## config.mk

```make
export PLATFORM = sky130hd
export DESIGN_NAME = rx_addr_filter
export DESIGN_NICKNAME = d
export VERILOG_FILES = /design/src/rtl/rx_addr_filter_pkg.sv /design/src/rtl/rx_addr_filter_regs.sv /design/src/rtl/rx_addr_filter_cmp.sv /design/src/rtl/rx_addr_filter_decide.sv /design/src/rtl/rx_addr_filter.sv
export SDC_FILE = /design/constraint.sdc
export NUM_CORES = 1
export LEC_CHECK = 0
export ABC_AREA = 1
export BUFFER_PORTS_ARGS = -buffer_cell sky130_fd_sc_hd__buf_2
export CAP_MARGIN = 20
export CORE_MARGIN = 1
export CORE_UTILIZATION = 62
export CTS_CLUSTER_SIZE = 10
export DETAILED_ROUTE_END_ITERATION = 12
export GPL_TIMING_DRIVEN = 0
export PLACE_DENSITY = 0.82
export RECOVER_POWER = 25
export SETUP_SLACK_MARGIN = 0.05
export SYNTH_ARGS = -nofsm -noshare
export SYNTH_HDL_FRONTEND = slang
export SYNTH_SLANG_ARGS = --single-unit
```

## constraint.sdc

```tcl
create_clock -name clk_i -period 6.15 [get_ports clk_i]
set_input_delay 0.615 -clock clk_i [delete_from_list [all_inputs] [get_ports clk_i]]
set_output_delay 0.615 -clock clk_i [all_outputs]
set_load 0.02 [all_outputs]
```

## src/rtl/rx_addr_filter_pkg.sv

```systemverilog
package rx_addr_filter_pkg;
  typedef enum logic [1:0] {
    MC_OTHER   = 2'd0,
    MC_UNICAST = 2'd1,
    MC_BCAST   = 2'd2
  } match_class_e;

  typedef enum logic [1:0] {
    AM_NONE    = 2'd0,
    AM_PHYS    = 2'd1,
    AM_PHYS_BC = 2'd2,
    AM_ALL     = 2'd3
  } accept_mode_e;

  localparam int unsigned CFG_MODE_LSB = 4;
  localparam int unsigned CFG_SAVE_BIT = 7;
endpackage

```

## src/rtl/rx_addr_filter_regs.sv

```systemverilog
module rx_addr_filter_regs
  import rx_addr_filter_pkg::*;
#(
  parameter int unsigned N  = 6,
  parameter int unsigned W  = 8,
  parameter int unsigned AW = 3
) (
  input  logic                clk_i,
  input  logic                rst_ni,
  input  logic                we_i,
  input  logic [AW-1:0]       addr_i,
  input  logic [W-1:0]        wdata_i,
  output logic [W-1:0]        rdata_o,
  input  logic                sof_i,
  output logic [N-1:0][W-1:0] act_station_o,
  output accept_mode_e        act_mode_o,
  output logic                act_save_o
);
  localparam logic [AW-1:0] CFG_IDX = AW'(N);

  logic [N-1:0][W-1:0] station_q;
  logic [W-1:0]        cfg_q;

  for (genvar i = 0; i < N; i++) begin : g_station
    localparam logic [AW-1:0] IDX = AW'(i);
    always_ff @(posedge clk_i or negedge rst_ni) begin
      if (!rst_ni)                    station_q[i] <= '0;
      else if (we_i && addr_i == IDX) station_q[i] <= wdata_i;
    end
  end

  always_ff @(posedge clk_i or negedge rst_ni) begin
    if (!rst_ni)                        cfg_q <= '0;
    else if (we_i && addr_i == CFG_IDX) cfg_q <= wdata_i;
  end

  always_comb begin
    rdata_o = '0;
    for (int i = 0; i < N; i++)
      if (addr_i == AW'(i)) rdata_o = station_q[i];
    if (addr_i == CFG_IDX) rdata_o = cfg_q;
  end

  // snapshot used by the filter; refreshed only at frame start
  always_ff @(posedge clk_i or negedge rst_ni) begin
    if (!rst_ni) begin
      act_station_o <= '0;
      act_mode_o    <= AM_NONE;
      act_save_o    <= 1'b0;
    end else if (sof_i) begin
      act_station_o <= station_q;
      act_mode_o    <= accept_mode_e'(cfg_q[CFG_MODE_LSB +: 2]);
      act_save_o    <= cfg_q[CFG_SAVE_BIT];
    end
  end
endmodule

```

## src/rtl/rx_addr_filter_cmp.sv

```systemverilog
module rx_addr_filter_cmp #(
  parameter int unsigned N  = 6,
  parameter int unsigned W  = 8,
  parameter int unsigned CW = 3
) (
  input  logic                clk_i,
  input  logic                rst_ni,
  input  logic                sof_i,
  input  logic                eof_i,
  input  logic                valid_i,
  input  logic [W-1:0]        byte_i,
  input  logic [N-1:0][W-1:0] station_i,
  output logic                in_frame_o,
  output logic [CW-1:0]       cnt_nxt_o,
  output logic                uni_nxt_o,
  output logic                bc_nxt_o
);
  logic [CW-1:0] cnt_q;
  logic          uni_q, bc_q, in_frame_q;
  logic [W-1:0]  ref_byte;

  always_comb begin
    ref_byte = '0;
    for (int i = 0; i < N; i++)
      if (cnt_q == CW'(i)) ref_byte = station_i[i];
  end

  always_comb begin
    cnt_nxt_o = cnt_q;
    uni_nxt_o = uni_q;
    bc_nxt_o  = bc_q;
    if (valid_i && in_frame_q && cnt_q < CW'(N)) begin
      cnt_nxt_o = cnt_q + 1'b1;
      uni_nxt_o = uni_q & (byte_i == ref_byte);
      bc_nxt_o  = bc_q & (&byte_i);
    end
  end

  always_ff @(posedge clk_i or negedge rst_ni) begin
    if (!rst_ni) begin
      cnt_q      <= '0;
      uni_q      <= 1'b0;
      bc_q       <= 1'b0;
      in_frame_q <= 1'b0;
    end else if (sof_i) begin
      cnt_q      <= '0;
      uni_q      <= 1'b1;
      bc_q       <= 1'b1;
      in_frame_q <= 1'b1;
    end else if (eof_i) begin
      in_frame_q <= 1'b0;
    end else begin
      cnt_q <= cnt_nxt_o;
      uni_q <= uni_nxt_o;
      bc_q  <= bc_nxt_o;
    end
  end

  assign in_frame_o = in_frame_q;
endmodule

```

## src/rtl/rx_addr_filter_decide.sv

```systemverilog
module rx_addr_filter_decide
  import rx_addr_filter_pkg::*;
#(
  parameter int unsigned N  = 6,
  parameter int unsigned CW = 3
) (
  input  logic          clk_i,
  input  logic          rst_ni,
  input  logic          eof_i,
  input  logic          in_frame_i,
  input  logic [CW-1:0] cnt_i,
  input  logic          uni_i,
  input  logic          bc_i,
  input  accept_mode_e  mode_i,
  input  logic          save_i,
  input  logic          crc_err_i,
  input  logic          align_err_i,
  output logic          valid_o,
  output logic          accept_o,
  output match_class_e  class_o
);
  logic         full, mode_ok, err_ok, fire;
  match_class_e cls;

  assign full   = (cnt_i == CW'(N));
  assign fire   = eof_i & in_frame_i;
  assign err_ok = save_i | ~(crc_err_i | align_err_i);

  always_comb begin
    if (!full)     cls = MC_OTHER;
    else if (uni_i) cls = MC_UNICAST;
    else if (bc_i)  cls = MC_BCAST;
    else            cls = MC_OTHER;
  end

  always_comb begin
    unique case (mode_i)
      AM_NONE:    mode_ok = 1'b0;
      AM_PHYS:    mode_ok = (cls == MC_UNICAST);
      AM_PHYS_BC: mode_ok = (cls != MC_OTHER);
      AM_ALL:     mode_ok = 1'b1;
      default:    mode_ok = 1'b0;
    endcase
  end

  always_ff @(posedge clk_i or negedge rst_ni) begin
    if (!rst_ni) begin
      valid_o  <= 1'b0;
      accept_o <= 1'b0;
      class_o  <= MC_OTHER;
    end else begin
      valid_o  <= fire;
      accept_o <= fire & full & mode_ok & err_ok;
      class_o  <= fire ? cls : MC_OTHER;
    end
  end
endmodule

```

## src/rtl/rx_addr_filter.sv

```systemverilog
module rx_addr_filter
  import rx_addr_filter_pkg::*;
#(
  parameter int unsigned ADDR_BYTES = 6,
  parameter int unsigned BYTE_W     = 8,
  localparam int unsigned REG_AW    = $clog2(ADDR_BYTES + 1),
  localparam int unsigned CNT_W     = $clog2(ADDR_BYTES + 1)
) (
  input  logic              clk_i,
  input  logic              rst_ni,
  input  logic              cfg_we_i,
  input  logic [REG_AW-1:0] cfg_addr_i,
  input  logic [BYTE_W-1:0] cfg_wdata_i,
  output logic [BYTE_W-1:0] cfg_rdata_o,
  input  logic              sof_i,
  input  logic              addr_valid_i,
  input  logic [BYTE_W-1:0] addr_byte_i,
  input  logic              eof_i,
  input  logic              crc_err_i,
  input  logic              align_err_i,
  output logic              decision_valid_o,
  output logic              accept_o,
  output logic [1:0]        match_class_o
);
  logic [ADDR_BYTES-1:0][BYTE_W-1:0] act_station;
  accept_mode_e                      act_mode;
  logic                              act_save;
  logic                              in_frame, uni_nxt, bc_nxt;
  logic [CNT_W-1:0]                  cnt_nxt;
  match_class_e                      cls;

  rx_addr_filter_regs #(.N(ADDR_BYTES), .W(BYTE_W), .AW(REG_AW)) u_regs (
    .clk_i, .rst_ni,
    .we_i(cfg_we_i), .addr_i(cfg_addr_i), .wdata_i(cfg_wdata_i), .rdata_o(cfg_rdata_o),
    .sof_i,
    .act_station_o(act_station), .act_mode_o(act_mode), .act_save_o(act_save)
  );

  rx_addr_filter_cmp #(.N(ADDR_BYTES), .W(BYTE_W), .CW(CNT_W)) u_cmp (
    .clk_i, .rst_ni, .sof_i, .eof_i,
    .valid_i(addr_valid_i), .byte_i(addr_byte_i), .station_i(act_station),
    .in_frame_o(in_frame), .cnt_nxt_o(cnt_nxt), .uni_nxt_o(uni_nxt), .bc_nxt_o(bc_nxt)
  );

  rx_addr_filter_decide #(.N(ADDR_BYTES), .CW(CNT_W)) u_decide (
    .clk_i, .rst_ni, .eof_i,
    .in_frame_i(in_frame), .cnt_i(cnt_nxt), .uni_i(uni_nxt), .bc_i(bc_nxt),
    .mode_i(act_mode), .save_i(act_save),
    .crc_err_i, .align_err_i,
    .valid_o(decision_valid_o), .accept_o(accept_o), .class_o(cls)
  );

  assign match_class_o = cls;
endmodule

```

==> qor_table.md <==
| Group | Quantity | Value |
|:---|:---|:---|
| logic synthesis | Synth Register Bits | 117 |
| floorplanning | Starting Density | 0.6393 |
| timing | Worst slew margin relative to its limit | -1.034 |
| placement | Detail Placement HPWL | 10.22 mm |
| worst setup path | Startpoint class of the critical path | input port |
| worst setup path | Cell Chain, Critical Path | clkbuf_1 |
| global routing | Overall Global Routing Usage | 0.3548 |
| clock tree | Deepest level of the CTS H-tree | 4 |
| worst setup path | Largest incremental delay on the critical path | 2.11 ns |
| floorplanning | Horizontal die dimension | 96.60 µm |
| routing | Drt initial violations | 453 |
| clock tree | Clock sink count | 117 |
| worst setup path | Launch instance of the worst register-to-register path | u_cmp.cnt_q[2] |
| routing | Vias | 5112 |
| routing | Number of nets with antenna violations after detailed routing | 0 |
| timing | RSZ-0062 raised after global routing | no |
| timing | Slew of the pin with the lowest slew margin | 3.051 ns |
| timing | Minimum clock period after layout | 2.815 ns |
| floorplanning | Die Y-Extent | 96.60 µm |
| floorplanning | Area of the core | 8678 µm² |
| worst setup path | Maximum fanout along the worst path | 56 |
| worst setup path | Slowest stage cell, crit path | sky130_fd_sc_hd__clkbuf_1 |
| global routing | Vias in the first global route | 4831 |
| logic synthesis | Yosys warning total | 0 |
| status | Failing checks | max-capacitance violations, max-slew violations |
| final layout | Proportion of layout cells with a drive suffix above 1 | 0.09645 |
| worst setup path | Arr. time, crit path | 2.77 ns |
| final layout | Count of antenna diodes in the layout | 0 |
| routing | WL final | 15.00 mm |
| logic synthesis | Seq/Total Area, Yosys | 0.5277 |
| floorplanning | Number of core rows | 34 |
| power and ir drop | Pwr per Cell Area | 355.5 nW/µm² |
| placement | Placed standard-cell area | 5898 µm² |
| status | Outcome | complete, but fails checks |
| power and ir drop | Lkg Pwr | 3.382 nW |
| logic synthesis | Number of nets produced by synthesis | 751 |
| clock tree | Post-CTS Hold Fix Bufs | 0 |
| floorplanning | I/O pin count | 39 |
| worst setup path | Total buffers and inverters traversed by the critical path | 1 |
| timing | Highest Clock Rate | 0.3553 GHz |
| final layout | Nets@finish | 808 |
| clock tree | Count of cells resized by post-cts repair | 0 |
| timing | Max-slew violations | 56 |
| global routing | Global-route wire length before repair | 23.95 mm |
| worst setup path | Endpoint class of the critical path | async pin |
| worst setup path | Required time reported for the critical path endpoint | 6.11 ns |
| final layout | P&R area growth vs syn | 16.44% |
| clock tree | CTS tree | yes |
| power and ir drop | Max rail drop VDD | 0.0002528 V |
| timing | Setup skew after layout | 0.006645 ns |
| logic synthesis | Synthesized area divided by synthesized cell count | 7.716 µm² |
| clock tree | Clock tree root buffer cell | sky130_fd_sc_hd__clkbuf_8 |
| final layout | Post-layout instance area | 6460 µm² |
| clock tree | # Post-CTS Setup Buffers | 0 |
| floorplanning | Die outline area | 9331 µm² |
| placement | Routability congestion estimate | 0.9615 |
| flow run | Maximum capacitance violations | 1 |
| worst setup path | Cell type group with the largest total delay on the critical path | buffers and inverters |
| routing | DR DRC count | 0 |
| clock tree | Clock-pin slew of the registers on the worst-case setup and hold paths | 0.06 ns |
| clock tree | Insertion delay to the later sink of the worst-skew pair | 0.53 ns |
| global routing | Initial antenna violation count | 0 |
| global routing | Pin count of the biggest net entering global routing | 63 |
| clock tree | Num CTS Buffers | 17 |
| global routing | Overflow after GRT | 0 |
| placement | I/O Buffers | 37 |
| timing | Final setup TNS | 0 ns |
| clock tree | Number of buffers on the longest clock path | 2 |
| worst setup path | Setup crit start | rst_ni |
| timing | Crit share post-route | 0.4577 |
| timing | Final number of setup-violating endpoints | 0 |
| logic synthesis | Number of distinct library cell variants in the gate-level netlist after synthesis | 27 |
| timing | Final hold viol count | 0 |
| routing | First-pass iteration count of the detailed router | 5 |
| logic synthesis | Cell area after technology mapping | 5548 µm² |
| routing | Vias per std cell | 5.705 |
| worst hold path | Hold_sp | eof_i |
| logic synthesis | Number of instances in the synthesized netlist | 719 |
| routing | Avg WL per Cell | 16.74 µm |
| worst setup path | Critical path class | in -> async |
| worst hold path | Class of the tightest hold or removal check | in -> reg |
-- layer usage --
metal / part of all wire / GRT usage / up-vias
met2: 0.49 / 0.5757 / 256
met3: 0.077 / 0.08216 / 46
li1: - / - / 2398
met5: 0 / 0 / -
met4: 0.031 / 0.1458 / 0
met1: 0.41 / 0.4601 / 2412
-- cells in the mapped netlist --
cell                       count  area share
sky130_fd_sc_hd__a21oi_1       4      0.0036
sky130_fd_sc_hd__a221oi_1      8       0.013
sky130_fd_sc_hd__a22o_1        8       0.013
sky130_fd_sc_hd__buf_1         1     0.00068
sky130_fd_sc_hd__buf_2         2      0.0018
sky130_fd_sc_hd__buf_4         1      0.0014
sky130_fd_sc_hd__buf_6         2      0.0041
sky130_fd_sc_hd__clkbuf_1     18       0.012
sky130_fd_sc_hd__clkinv_1      6      0.0041
sky130_fd_sc_hd__dfrtp_1     117        0.53
sky130_fd_sc_hd__ha_1          5       0.011
sky130_fd_sc_hd__inv_1        73       0.049
sky130_fd_sc_hd__inv_2         1     0.00068
sky130_fd_sc_hd__nand2_1     326        0.22
sky130_fd_sc_hd__nand2_2       1      0.0011
sky130_fd_sc_hd__nand2_4       1      0.0020
sky130_fd_sc_hd__nand3_1      21       0.019
sky130_fd_sc_hd__nand4_1      11       0.012
sky130_fd_sc_hd__nor2_1       12      0.0081
sky130_fd_sc_hd__nor2_4        1      0.0020
sky130_fd_sc_hd__nor3_1        1     0.00090
sky130_fd_sc_hd__nor3_2        1      0.0018
sky130_fd_sc_hd__o21ai_0      90       0.081
sky130_fd_sc_hd__o21ai_1       5      0.0045
sky130_fd_sc_hd__o22ai_1       1      0.0011
sky130_fd_sc_hd__o41ai_1       1      0.0016
sky130_fd_sc_hd__xor2_1        1      0.0016
-- cells in the final DEF (no fill, tap or decap), drive strengths merged --
cell and count:
nand4 11, clkinv 10, a21oi 4, bufinv 2
clkbuf 41, a22o 8, clkinvlp 3, nand2 328
o21ai 95, buf 43, nand3 21, dfrtp 117
nor3 2, o22ai 1, a221oi 8, nor2 13
o41ai 1, inv 74, ha 5, xor2 1
-- through the flow --
| step | setup slack [ns] | power, mW | hold WS, ns | instances | util |
|---|---|---|---|---|---|
| 6_report | 3.335 | 2.296 | 0.4158 | 896 | 0.7444 |
| 5_1_grt | 2.686 | 2.394 | 0.4338 | 896 | 0.7444 |
| 4_1_cts | 3.387 | 2.285 | 0.1678 | 896 | 0.7448 |
| 3_5_place_dp | 3.372 | 1.341 | 0.4604 | 865 | 0.6796 |
| 3_3_place_gp | 3.129 | 1.318 | 0.4540 | 864 | 0.6762 |
| 2_1_floorplan | 3.942 | 1.201 | 0.3194 | 719 | - |
-- report_power, final --
group / total, mW / leakage (nW) / internal [mW] / switching, mW
Combinational: 0.344 / 1.63 / 0.116 / 0.228
Clock: 0.944 / 0.273 / 0.603 / 0.342
Sequential: 1.01 / 1.48 / 0.903 / 0.105
Total: 2.30 / 3.38 / 1.62 / 0.675
-- layout make-up --
cell class,count,area [µm²]
Clock buffer,22,462.9
Multi-Input combinational cell,498,2208
Buffer,24,111.4
Fill cell,629,2218
Timing Repair Buffer,38,211.5
Tap cell,108,135.1
Inverter,80,300.3
Clock inverter,9,102.6
Sequential cell,117,2928
-- worst paths after layout --
check | depth (start not counted) | endpoint | slack [ns]
max | 1 | u_regs.station_q[27] | 3.34
min | 3 | u_cmp.bc_q | 0.42
max reg2reg | 23 | u_decide.accept_o | 3.61
min reg2reg | 2 | u_regs.act_station_o[19] | 0.48
max in group clk_i | 8 | cfg_rdata_o[1] | 3.34
min in group asynchronous | 1 | u_regs.act_station_o[11] | 1.09
-- registers in the layout, indices dropped and copies added, names as in the netlist --
register and count:
u_regs.act_station_o 48, u_decide.class_o 2, u_decide.valid_o 1, u_decide.accept_o 1
u_cmp.in_frame_o 1, u_cmp.uni_q 1, u_regs.act_save_o 1, u_cmp.bc_q 1
u_regs.cfg_q 8, u_regs.act_mode_o 2, u_regs.station_q 48, u_cmp.cnt_q 3
-- kinds of logic after synthesis --
family,after synthesis,share of synthesized area
AO/OA/AOI/OAI,117,0.1173
adder cells (fa/ha/maj),5,0.01128
AND/OR/NAND/NOR,375,0.2679
buffers and inverters,104,0.07420
flip-flops,117,0.5277
XOR/XNOR,1,0.001579
Note: power is estimated with default switching activity, not from simulation.
